==> src/rtl/busseq_pkg.sv <==
package busseq_pkg;
  typedef enum logic [2:0] {
    ST_IDLE = 3'd0,
    ST_T1   = 3'd1,
    ST_T2   = 3'd2,
    ST_TW   = 3'd3,
    ST_T3   = 3'd4,
    ST_T4   = 3'd5
  } bstate_t;

  function automatic logic in_data_phase(input bstate_t s);
    return (s == ST_T2) || (s == ST_TW) || (s == ST_T3);
  endfunction
endpackage

==> src/rtl/busseq_fsm.sv <==
module busseq_fsm
  import busseq_pkg::*;
(
  input  logic    clk,
  input  logic    rst_n,
  input  logic    req_valid,
  input  logic    ready_in,
  output bstate_t state,
  output logic    req_take,
  output logic    fire,
  output logic    done
);
  bstate_t state_nx;

  always_comb begin
    state_nx = state;
    unique case (state)
      ST_IDLE: if (req_valid) state_nx = ST_T1;
      ST_T1:   state_nx = ST_T2;
      ST_T2:   state_nx = ready_in ? ST_T3 : ST_TW;
      ST_TW:   state_nx = ready_in ? ST_T3 : ST_TW;
      ST_T3:   state_nx = ST_T4;
      ST_T4:   state_nx = req_valid ? ST_T1 : ST_IDLE;
      default: state_nx = ST_IDLE;
    endcase
  end

  always_ff @(posedge clk or negedge rst_n) begin
    if (!rst_n) state <= ST_IDLE;
    else        state <= state_nx;
  end

  assign req_take = (state == ST_IDLE) || (state == ST_T4);
  assign fire     = req_take && req_valid;
  assign done     = (state == ST_T4);

  p_done_pulse_r7: assert property (@(posedge clk) disable iff (!rst_n)
    done |=> !done);
endmodule

==> src/rtl/busseq_strobes.sv <==
module busseq_strobes
  import busseq_pkg::*;
(
  input  logic    clk,
  input  logic    rst_n,
  input  bstate_t state,
  input  logic    op_write,
  output logic    ale,
  output logic    den,
  output logic    rd_n,
  output logic    wr_n
);
  logic act;

  assign act  = in_data_phase(state);
  assign ale  = (state == ST_T1);
  assign den  = act;
  assign rd_n = !(act && !op_write);
  assign wr_n = !(act && op_write);

  p_ale_pulse_r2: assert property (@(posedge clk) disable iff (!rst_n)
    ale |=> !ale);
  p_strobe_den_r3: assert property (@(posedge clk) disable iff (!rst_n)
    (!rd_n || !wr_n) |-> den);
endmodule

==> src/rtl/busseq_datapath.sv <==
module busseq_datapath
  import busseq_pkg::*;
#(
  parameter int ADDR_W = 20,
  parameter int DATA_W = 16,
  parameter int BUS_W  = 20
) (
  input  logic              clk,
  input  logic              rst_n,
  input  bstate_t           state,
  input  logic              fire,
  input  logic [ADDR_W-1:0] req_addr,
  input  logic              req_write,
  input  logic              req_mem,
  input  logic [DATA_W-1:0] req_wdata,
  input  logic [DATA_W-1:0] bus_in,
  output logic              op_write,
  output logic              op_mem,
  output logic [BUS_W-1:0]  bus_out,
  output logic              bus_oe,
  output logic [DATA_W-1:0] rdata
);
  logic [ADDR_W-1:0] op_addr;
  logic [DATA_W-1:0] op_wdata;
  logic [BUS_W-1:0]  addr_ext, data_ext;
  logic              wdata_phase, cap_en;

  always_ff @(posedge clk or negedge rst_n) begin
    if (!rst_n) begin
      op_addr  <= '0;
      op_write <= 1'b0;
      op_mem   <= 1'b0;
      op_wdata <= '0;
    end else if (fire) begin
      op_addr  <= req_addr;
      op_write <= req_write;
      op_mem   <= req_mem;
      op_wdata <= req_wdata;
    end
  end

  assign cap_en = (state == ST_T3) && !op_write;

  always_ff @(posedge clk or negedge rst_n) begin
    if (!rst_n)      rdata <= '0;
    else if (cap_en) rdata <= bus_in;
  end

  always_comb begin
    addr_ext = '0;
    addr_ext[ADDR_W-1:0] = op_addr;
    data_ext = '0;
    data_ext[DATA_W-1:0] = op_wdata;
  end

  assign wdata_phase = op_write && (in_data_phase(state) || state == ST_T4);

  always_comb begin
    if (state == ST_T1)   bus_out = addr_ext;
    else if (wdata_phase) bus_out = data_ext;
    else                  bus_out = '0;
  end

  assign bus_oe = (state == ST_T1) || wdata_phase;
endmodule

==> src/rtl/mux_bus_sequencer.sv <==
module mux_bus_sequencer
  import busseq_pkg::*;
#(
  parameter int ADDR_W = 20,
  parameter int DATA_W = 16,
  localparam int BUS_W = (ADDR_W > DATA_W) ? ADDR_W : DATA_W
) (
  input  logic              clk,
  input  logic              rst_n,
  input  logic              req_valid,
  input  logic [ADDR_W-1:0] req_addr,
  input  logic              req_write,
  input  logic              req_mem,
  input  logic [DATA_W-1:0] req_wdata,
  output logic              req_take,
  input  logic              ready_in,
  output logic              ale,
  output logic              dt_r,
  output logic              m_io,
  output logic              rd_n,
  output logic              wr_n,
  output logic              den,
  output logic [BUS_W-1:0]  bus_out,
  output logic              bus_oe,
  input  logic [DATA_W-1:0] bus_in,
  output logic [DATA_W-1:0] rdata,
  output logic              done
);
  logic    rst_meta_n, rst_q_n;
  bstate_t state;
  logic    fire, op_write, op_mem;

  always_ff @(posedge clk or negedge rst_n) begin
    if (!rst_n) begin
      rst_meta_n <= 1'b0;
      rst_q_n    <= 1'b0;
    end else begin
      rst_meta_n <= 1'b1;
      rst_q_n    <= rst_meta_n;
    end
  end

  busseq_fsm u_fsm (
    .clk(clk), .rst_n(rst_q_n), .req_valid(req_valid), .ready_in(ready_in),
    .state(state), .req_take(req_take), .fire(fire), .done(done)
  );

  busseq_strobes u_strobes (
    .clk(clk), .rst_n(rst_q_n), .state(state), .op_write(op_write),
    .ale(ale), .den(den), .rd_n(rd_n), .wr_n(wr_n)
  );

  busseq_datapath #(.ADDR_W(ADDR_W), .DATA_W(DATA_W), .BUS_W(BUS_W)) u_dp (
    .clk(clk), .rst_n(rst_q_n), .state(state), .fire(fire),
    .req_addr(req_addr), .req_write(req_write), .req_mem(req_mem),
    .req_wdata(req_wdata), .bus_in(bus_in), .op_write(op_write),
    .op_mem(op_mem), .bus_out(bus_out), .bus_oe(bus_oe), .rdata(rdata)
  );

  assign dt_r = op_write;
  assign m_io = op_mem;

  p_rw_excl_r3: assert property (@(posedge clk) disable iff (!rst_q_n)
    !(!rd_n && !wr_n));
  p_read_release_r5: assert property (@(posedge clk) disable iff (!rst_q_n)
    !rd_n |-> !bus_oe);
  p_den_fall_r7: assert property (@(posedge clk) disable iff (!rst_q_n)
    $fell(den) |-> done);
  p_take_ale_r8: assert property (@(posedge clk) disable iff (!rst_q_n)
    (req_valid && req_take) |=> ale);
  p_op_stable_r2: assert property (@(posedge clk) disable iff (!rst_q_n)
    den |-> ($stable(m_io) && $stable(dt_r)));
endmodule

==> config.mk <==
export PLATFORM = sky130hd
export DESIGN_NAME = mux_bus_sequencer
export DESIGN_NICKNAME = d
export VERILOG_FILES = /design/src/rtl/busseq_pkg.sv /design/src/rtl/busseq_fsm.sv /design/src/rtl/busseq_strobes.sv /design/src/rtl/busseq_datapath.sv /design/src/rtl/mux_bus_sequencer.sv
export SDC_FILE = /design/constraint.sdc
export NUM_CORES = 1
export LEC_CHECK = 0
export CORE_MARGIN = 1
export CORE_UTILIZATION = 35
export CTS_CLUSTER_SIZE = 25
export DETAILED_ROUTE_END_ITERATION = 16
export DONT_BUFFER_PORTS = 1
export MAX_ROUTING_LAYER = met4
export PLACE_DENSITY = 0.53
export SKIP_LAST_GASP = 1
export SLEW_MARGIN = 20
export SYNTH_ARGS = -nofsm -noshare
export SYNTH_HDL_FRONTEND = slang
export SYNTH_SLANG_ARGS = --single-unit
==> constraint.sdc <==
create_clock -name clk -period 2.78 [get_ports clk]
set_clock_uncertainty 0.1 [all_clocks]
set_input_delay 0.556 -clock clk [delete_from_list [all_inputs] [get_ports clk]]
set_output_delay 0.556 -clock clk [all_outputs]
set_load 0.05 [all_outputs]
==> flow_metrics.env, run 1 <==
export IMPL_wl_um=5760
export IMPL_clock_sinks=59
export IMPL_ff2ff_setup_slack_ns=0.69
export IMPL_fin_tns_setup_ns=0
export IMPL_clk_pin_slew_ns=0.06
export IMPL_synth_edf_count=0
export IMPL_drive_gt1_share_pct=39.9
export IMPL_grt_pass1_wl_um=9690
export IMPL_syn_inst=209
export IMPL_ctsResizeCount=0
export IMPL_worstSkewPairLatency_ns=0.33
export IMPL_ctsLongestPathBuffers=2
export IMPL_fmax_mhz=400
export IMPL_ios=103
export IMPL_dieArea_um2=8150
export IMPL_overflow=0
export IMPL_track_usage_pct=15.9
export IMPL_critPathCaptureType="primary output"
export IMPL_slew_headroom_pct=64.9
export IMPL_rsz0062_at_grt="no"
export IMPL_cp_slowest_cell="dfrtp_1"
export IMPL_maxSlewViolCount=0
export IMPL_cts_made_buffers=9
export IMPL_grt_pass1_vias=1739
export IMPL_place_hpwl_um=4090
export IMPL_n_antenna_cell=0
export IMPL_maxCapViolations=0
export IMPL_critPathRequiredTime_ns=2.12
export IMPL_fin_nets=298
export IMPL_synth_flop_cell="dfrtp_1"
export IMPL_cts_tree="built"
export IMPL_dr_pass1_iters=4
export IMPL_synth_top_cells_by_count="dfrtp_1, mux2_2, mux2_4, nand2_1"
export IMPL_cpMostUsedCell="buf_4"
export IMPL_cts_root_buf="clkbuf_8"
export IMPL_synth_area_um2=2730
export IMPL_cts_setup_buffers=0
export IMPL_fp_dieW_um=90.3
export IMPL_yosysTopAreaCell="dfrtp_1"
export IMPL_antenna_found_initial=0
export IMPL_finalSetupViolCount=0
export IMPL_vias_per_cell=4.94
export IMPL_syn_area_per_cell_um2=13.1
export IMPL_path_class="register to primary output"
export IMPL_max_stage_delay_ns=0.61
export IMPL_syn_num_nets=267
export IMPL_synth_top_cell_area_share_pct=54.1
export IMPL_path_cells="nor2b_1, buf_4, o211ai_1, o21ai_1, buf_4"
export IMPL_arrival_ns=1.84
export IMPL_critPathLaunchType="register"
export IMPL_fin_crit_sh_pct=89.9
export IMPL_dieHeight_um=90.3
export IMPL_fin_crit_ns=2.50
export IMPL_path_max_fanout=18
export IMPL_syn_to_final_growth_pct=19.0
export IMPL_coreArea_um2=7410
export IMPL_hold_class="register to asynchronous set/reset pin"
export IMPL_yosysWarnings=0
export IMPL_num_vias=1691
export IMPL_ys_seq_area_share_pct=54.1
export IMPL_wl_per_cell_um=16.9
export IMPL_rows=31
export IMPL_synth_most_common_cell="dfrtp_1"
export IMPL_grt_max_degree=31
export IMPL_final_hold_viol_count=0
export IMPL_htreeDepth=3
export IMPL_start_util_pct=36.8
export IMPL_antenna_left=0
export IMPL_gp_congestion=0.838
export IMPL_drt_initial_drc_count=71
export IMPL_synth_distinct_cells=25
export IMPL_synthTopCellsByArea="dfrtp_1, mux2_4, mux2_2"
export IMPL_status="finished clean"
export IMPL_drc=0
export IMPL_ys_async_sr_fraction_pct=100
export IMPL_io_buffers=0
export IMPL_worstMarginPinSlew_ns=0.529
export IMPL_ys_ff_latch=59
==> worst max-delay path: cells and delay by family (launching register included) <==
kind | cells | cell delay, ns
simple gates | 1 | 0.18
compound gates | 2 | 0.26
buf+inv | 2 | 0.46
flops | 1 | 0.61
==> repair_timing <==
| item | in CTS | in global routing |
|---|---|---|
| hold buffers | 1 | 0 |
| hold endpoints to repair | 2 | 0 |
| endpoints found under the setup margin | 0 | 0 |
==> final cells by class <==
| type | count | area [µm²] |
|---|---|---|
| Clock buffer | 14 | 153 |
| Fill cell | 713 | 4160 |
| Multi-Input combinational cell | 133 | 1160 |
| Sequential cell | 59 | 1480 |
| Tap cell | 99 | 124 |
| Timing Repair Buffer | 37 | 330 |
==> final timing paths <==
kind | cells after the start | from | endpoint
hold reg to reg | 0 | rst_q_n$_DFF_PN0_ | u_dp.addr_ext[4]$_DFFE_PN0P_
min in group clk | 1 | ready_in | u_fsm.state[1]$_DFFE_PN0P_
setup reg to reg | 4 | u_fsm.state[2]$_DFFE_PN0P_ | u_dp.op_wdata[8]$_DFFE_PN0P_
max in group asynchronous | 1 | rst_q_n$_DFF_PN0_ | u_dp.rdata[10]$_DFFE_PN0P_
setup / recovery | 5 | u_fsm.state[1]$_DFFE_PN0P_ | bus_out[12]
hold / removal | 0 | rst_q_n$_DFF_PN0_ | u_dp.addr_ext[4]$_DFFE_PN0P_
==> cells by family after synthesis <==
family	share of synthesized area, %
AOI/OAI and AO/OA	8.26
buffers and inverters	3.67
other	0.137
DFF	54.1
and+or+nand+nor	8.03
muxes	25.5
xor gates and xnor gates	0.321
==> sequential cells by signal (all words and copies together) (netlist names) <==
register	flops
rst_q_n	1
u_fsm.state	3
u_dp.rdata	16
rst_meta_n	1
u_dp.addr_ext	20
u_dp.op_write	1
u_dp.op_mem	1
u_dp.op_wdata	16
==> metrics by stage <==
| step | cells | utilization [%] | area [µm²] | setup slack, ns | hold WS [ns] |
|---|---|---|---|---|---|
| after floorplan | 209 | - | 2730 | 0.0366 | 0.160 |
| after global placement | 327 | 41.6 | 3080 | 0.647 | 0.0216 |
| after detailed placement | 327 | 41.6 | 3080 | 0.641 | 0.0209 |
| after CTS | 342 | 43.8 | 3250 | 0.273 | 0.0272 |
| after global routing | 342 | 43.8 | 3250 | 0.102 | 0.0361 |
| final | 342 | 43.8 | 3250 | 0.280 | 0.0229 |
==> cells in the final DEF (no fill, tap or decap), types with 2 or more instances in the layout <==
cell type and n:
o211ai_1 16, mux2_4 20, nand2b_1 3, clkbuf_8 10
nand2_1 20, nor2_1 4, buf_4 32, o21ai_0 8
o21ai_1 9, dfrtp_1 58, and2_1 4, a211oi_1 2
mux2_1 10, buf_12 4, clkbuf_1 4, mux2_2 25
nor2b_1 3
==> per-layer routing <==
layer	part of all wire, %	vias up	track usage [%]
li1	-	793	-
met1	47	819	22.3
met2	46	73	21.4
met3	6.0	6	5.22
met4	1.0	0	5.38
met5	0	-	-
Power of run 1 is not shown: default switching activity piles up to over one toggle a cycle in this logic, so the estimate is an artifact.
==> run 2, diff against run 1 <==
Settings changed: CORE_UTILIZATION 35 to 67, PLACE_DENSITY 0.53 to not set, PLACE_DENSITY_LB_ADDON set to 0.3.
==> run 2 against run 1 <==
  * Critical path depth is the same
  * Utilization grew 42 points
  * Sequential share of layout area grew 0.39 points
  * Flip-flop and latch count is the same
  * Worst setup slack lost 0.071 ns
  * Count of clock-buffer cells in the layout shrank 2
  * Final cell count shrank 15%
  * Non-clock buffer count shrank 3
  * Die area shrank 47%
  * Critical path type unchanged
  * Critical endpoint is now bus_out[5]
==> flow_metrics.env, run 2 (same netlist as run 1, synthesis figures left out) <==
export IMPL_status="finished clean"
export IMPL_grt_pass1_vias=1778
export IMPL_drc=0
export IMPL_io_buffers=0
export IMPL_n_fill_cell=191
export IMPL_worstRegToRegCells=5
export IMPL_cp_slowest_cell="dfrtp_1"
export IMPL_ios=103
export IMPL_fin_tns_setup_ns=0
export IMPL_fin_crit_sh_pct=92.5
export IMPL_path_class="register to primary output"
export IMPL_mostFrequentLayoutCells="dfrtp_1, buf_4, mux2_2"
export IMPL_final_hold_viol_count=0
export IMPL_arrival_ns=1.92
export IMPL_maxCapViolations=0
export IMPL_clk_pin_slew_ns=0.06
export IMPL_critPathCaptureType="primary output"
export IMPL_dieHeight_um=65.8
export IMPL_place_hpwl_um=4050
export IMPL_start_util_pct=72.3
export IMPL_finalSetupViolCount=0
export IMPL_ctsLongestPathBuffers=2
export IMPL_final_common_cell="dfrtp_1"
export IMPL_antenna_found_initial=0
export IMPL_path_max_fanout=17
export IMPL_ff2ff_setup_slack_ns=0.63
export IMPL_antenna_left=0
export IMPL_cts_tree="built"
export IMPL_cts_root_buf="clkbuf_8"
export IMPL_critPathLaunchType="register"
export IMPL_max_stage_delay_ns=0.52
export IMPL_overflow=0
export IMPL_gp_congestion=0.866
export IMPL_syn_to_final_growth_pct=18.1
export IMPL_dpl_cell_area_um2=3040
export IMPL_hold_class="register to asynchronous set/reset pin"
export IMPL_drive_gt1_share_pct=40.2
export IMPL_dr_pass1_iters=4
export IMPL_worstSkewPairLatency_ns=0.34
export IMPL_r2r_start="u_fsm.state[0]$_DFFE_PN0P_"
export IMPL_coreArea_um2=3770
export IMPL_grt_max_degree=36
export IMPL_wl_per_cell_um=20.1
export IMPL_fmax_mhz=389
export IMPL_path_cells="nor2b_1, buf_4, o211ai_1, o21ai_1, buf_4"
export IMPL_clock_sinks=59
export IMPL_final_area_um2=3220
export IMPL_htreeDepth=3
export IMPL_slew_headroom_pct=45.3
export IMPL_fin_crit_ns=2.57
export IMPL_grt_pass1_wl_um=9230
export IMPL_fin_nets=295
export IMPL_drt_initial_drc_count=130
export IMPL_cts_setup_buffers=0
export IMPL_wl_um=5820
export IMPL_n_antenna_cell=0
export IMPL_timing_hold_ws_ns=0.0767
export IMPL_vias_per_cell=6.14
export IMPL_worstMarginPinSlew_ns=0.820
export IMPL_critPathRequiredTime_ns=2.12
export IMPL_rows=22
export IMPL_fp_dieW_um=65.8
export IMPL_cpMostUsedCell="buf_4"
export IMPL_largest_register_ffs=20
export IMPL_maxSlewViolCount=0
export IMPL_dieArea_um2=4330
export IMPL_track_usage_pct=31.4
export IMPL_reg2reg_to="u_dp.addr_ext[5]$_DFFE_PN0P_"
export IMPL_cts_made_buffers=9
export IMPL_num_vias=1774
export IMPL_rsz0062_at_grt="no"
-- run 2: cell type report --
class / count / area (µm²) / area share [%]
clock buffers: 12 / 135 / 4.19
clock inverters: 3 / 40.0 / 1.24
multi-input cells: 133 / 1160 / 36.1
flip-flops and latches: 59 / 1480 / 45.9
well taps: 48 / 60.1 / 1.86
repair buffers: 34 / 345 / 10.7
-- run 2: worst max path at each step --
stage	start	endpoint	slack, ns	cells after the start
floorplan	u_fsm.state[1]$_DFFE_PN0P_	bus_out[10]	0.04	4
global placement	u_fsm.state[1]$_DFFE_PN0P_	bus_out[6]	0.65	5
detailed placement	u_fsm.state[1]$_DFFE_PN0P_	bus_out[5]	0.47	5
CTS	u_fsm.state[1]$_DFFE_PN0P_	bus_out[5]	0.11	5
global route	u_fsm.state[2]$_DFFE_PN0P_	bus_out[5]	0.1	5
finish	u_fsm.state[2]$_DFFE_PN0P_	bus_out[5]	0.21	5
-- run 2: repair_timing --
item	CTS	global route
hold endpoints to repair	2	0
hold buffers	1	0
resized for setup	0	1
setup endpoints to repair	0	1
-- run 2: worst max-delay path: cells and delay by family (launching register included) --
family,cells,cell delay [ns]
simple gates,1,0.24
buf+inv,2,0.49
compound gates,2,0.31
flops,1,0.52
-- run 2: routing by layer --
layer  part of all wire, %  GRT usage (%)  routed length (µm)  vias to the layer above
li1                      -              -                   -                      792
met1                    39           39.6                2270                      877
met2                    50           46.6                2920                       90
met3                   8.9           10.5                 516                       15
met4                   1.9           13.0                 112                        0
met5                     0              -                   0                        -
-- run 2: per-stage QoR --
stage,instances,worst slack (ns),util [%]
after floorplan,209,0.0366,-
after global placement,273,0.652,80.5
after detailed placement,273,0.475,80.5
after CTS,289,0.114,85.4
after global routing,289,0.0968,85.4
final,289,0.209,85.4
Power of run 2 is left out for the same reason.
==> run 3, diff against run 2 <==
Settings changed: RECOVER_POWER set to 50.
==> run 3 against run 2 <==
  * Sequential share of layout area increased by 0.25 points
  * Worst setup slack got worse by 0.0032 ns
  * Count of clock-buffer cells in the layout unchanged
  * Hold slack improved by 0.089 ns
  * Cell area decreased by 0.62%
==> flow_metrics.env, run 3 (same netlist as run 1, synthesis figures left out) <==
export IMPL_final_util_pct=84.9
export IMPL_ff2ff_setup_slack_ns=0.21
export IMPL_place_hpwl_um=4050
export IMPL_fin_crit_sh_pct=92.6
export IMPL_track_usage_pct=31.4
export IMPL_drive_gt1_share_pct=38.6
export IMPL_cts_tree="built"
export IMPL_worstSkewPairLatency_ns=0.34
export IMPL_clk_pin_slew_ns=0.06
export IMPL_io_buffers=0
export IMPL_drt_initial_drc_count=139
export IMPL_grt_pass1_vias=1778
export IMPL_worstRegToRegCells=5
export IMPL_grt_max_degree=36
export IMPL_antenna_left=0
export IMPL_path_max_fanout=35
export IMPL_dr_pass1_iters=4
export IMPL_num_vias=1759
export IMPL_rsz0062_at_grt="no"
export IMPL_n_fill_cell=198
export IMPL_arrival_ns=2.69
export IMPL_critPathRequiredTime_ns=2.90
export IMPL_wl_um=5780
export IMPL_syn_to_final_growth_pct=17.4
export IMPL_fp_dieW_um=65.8
export IMPL_dieArea_um2=4330
export IMPL_critPathLaunchType="register"
export IMPL_r2r_start="u_fsm.state[0]$_DFFE_PN0P_"
export IMPL_n_antenna_cell=0
export IMPL_slew_headroom_pct=20.4
export IMPL_drc=0
export IMPL_finalSetupViolCount=0
export IMPL_vias_per_cell=6.09
export IMPL_critPathCaptureType="register"
export IMPL_rows=22
export IMPL_fmax_mhz=388
export IMPL_reg2reg_to="u_dp.addr_ext[1]$_DFFE_PN0P_"
export IMPL_wl_per_cell_um=20.0
export IMPL_largest_register_ffs=20
export IMPL_status="finished clean"
export IMPL_maxSlewViolCount=0
export IMPL_cts_root_buf="clkbuf_8"
export IMPL_path_class="register to register"
export IMPL_ctsLongestPathBuffers=2
export IMPL_overflow=0
export IMPL_gp_congestion=0.866
export IMPL_worstMarginPinSlew_ns=1.19
export IMPL_clock_sinks=59
export IMPL_fin_nets=295
export IMPL_fin_tns_setup_ns=0
export IMPL_grt_pass1_wl_um=9230
export IMPL_dieHeight_um=65.8
export IMPL_finalWorstSetupSlack_ns=0.205
export IMPL_fin_crit_ns=2.57
export IMPL_hold_class="register to asynchronous set/reset pin"
export IMPL_ios=103
export IMPL_maxCapViolations=0
export IMPL_mostFrequentLayoutCells="dfrtp_1, mux2_2, buf_4"
export IMPL_htreeDepth=3
export IMPL_post_place_ws_ns=0.475
export IMPL_final_hold_viol_count=0
export IMPL_final_common_cell="dfrtp_1"
export IMPL_antenna_found_initial=0
export IMPL_cts_made_buffers=9
export IMPL_start_util_pct=72.3
export IMPL_coreArea_um2=3770
## run 3: cell types whose count changed in the layout (fill, tap and decap cells not counted), sizes merged
cell	before	now
buf	33	31
clkbuf	12	14
## run 3: worst max path at each step
stage,startpoint,end,slack [ns],depth (start not counted)
floorplan,u_fsm.state[1]$_DFFE_PN0P_,bus_out[10],0.04,4
detailed placement,u_fsm.state[1]$_DFFE_PN0P_,bus_out[5],0.47,5
CTS,u_fsm.state[1]$_DFFE_PN0P_,bus_out[5],0.11,5
global placement,u_fsm.state[1]$_DFFE_PN0P_,bus_out[6],0.65,5
finish,u_fsm.state[0]$_DFFE_PN0P_,u_dp.addr_ext[1]$_DFFE_PN0P_,0.21,5
global route,u_fsm.state[2]$_DFFE_PN0P_,bus_out[5],0.1,5
## run 3: final cells by class
cell class	instances	area [µm²]	area share, %
Clock inverter	3	40.0	1.25
Tap cell	48	60.1	1.88
Multi-Input combinational cell	133	1150	36.0
Clock buffer	12	135	4.22
Sequential cell	59	1480	46.2
Timing Repair Buffer	34	338	10.6
## run 3: per-stage QoR
| stage | hold slack, ns | std cells | area (µm²) |
|---|---|---|---|
| CTS | 0.0903 | 289 | 3220 |
| finish | 0.166 | 289 | 3200 |
| floorplan | 0.160 | 209 | 2730 |
| detailed placement | 0.0848 | 273 | 3040 |
| global route | 0.197 | 289 | 3200 |
| global placement | 0.0722 | 273 | 3040 |
## run 3: what timing repair did
| action | CTS | global route |
|---|---|---|
| hold buffers | 1 | 0 |
| endpoints found under the hold margin | 2 | 0 |
| buffers inserted | 0 | 0 |
| endpoints found under the setup margin | 0 | 1 |
| gates resized for setup | 0 | 1 |
## run 3: per-layer routing
layer | share of wire [%] | global-route usage [%] | vias up
li1 | - | - | 790
met1 | 38 | 39.6 | 869
met2 | 51 | 46.6 | 85
met3 | 9.2 | 10.5 | 15
met4 | 2.1 | 13.0 | 0
met5 | 0 | - | -
## run 3: worst max-delay path, stage by stage, from the launching register on
cell and delay (ns):
dfrtp_1 0.40, buf_4 0.21, xor2_1 0.20, nor3b_1 0.82, buf_12 0.33, mux2_2 0.38
Power of run 3 is left out for the same reason.
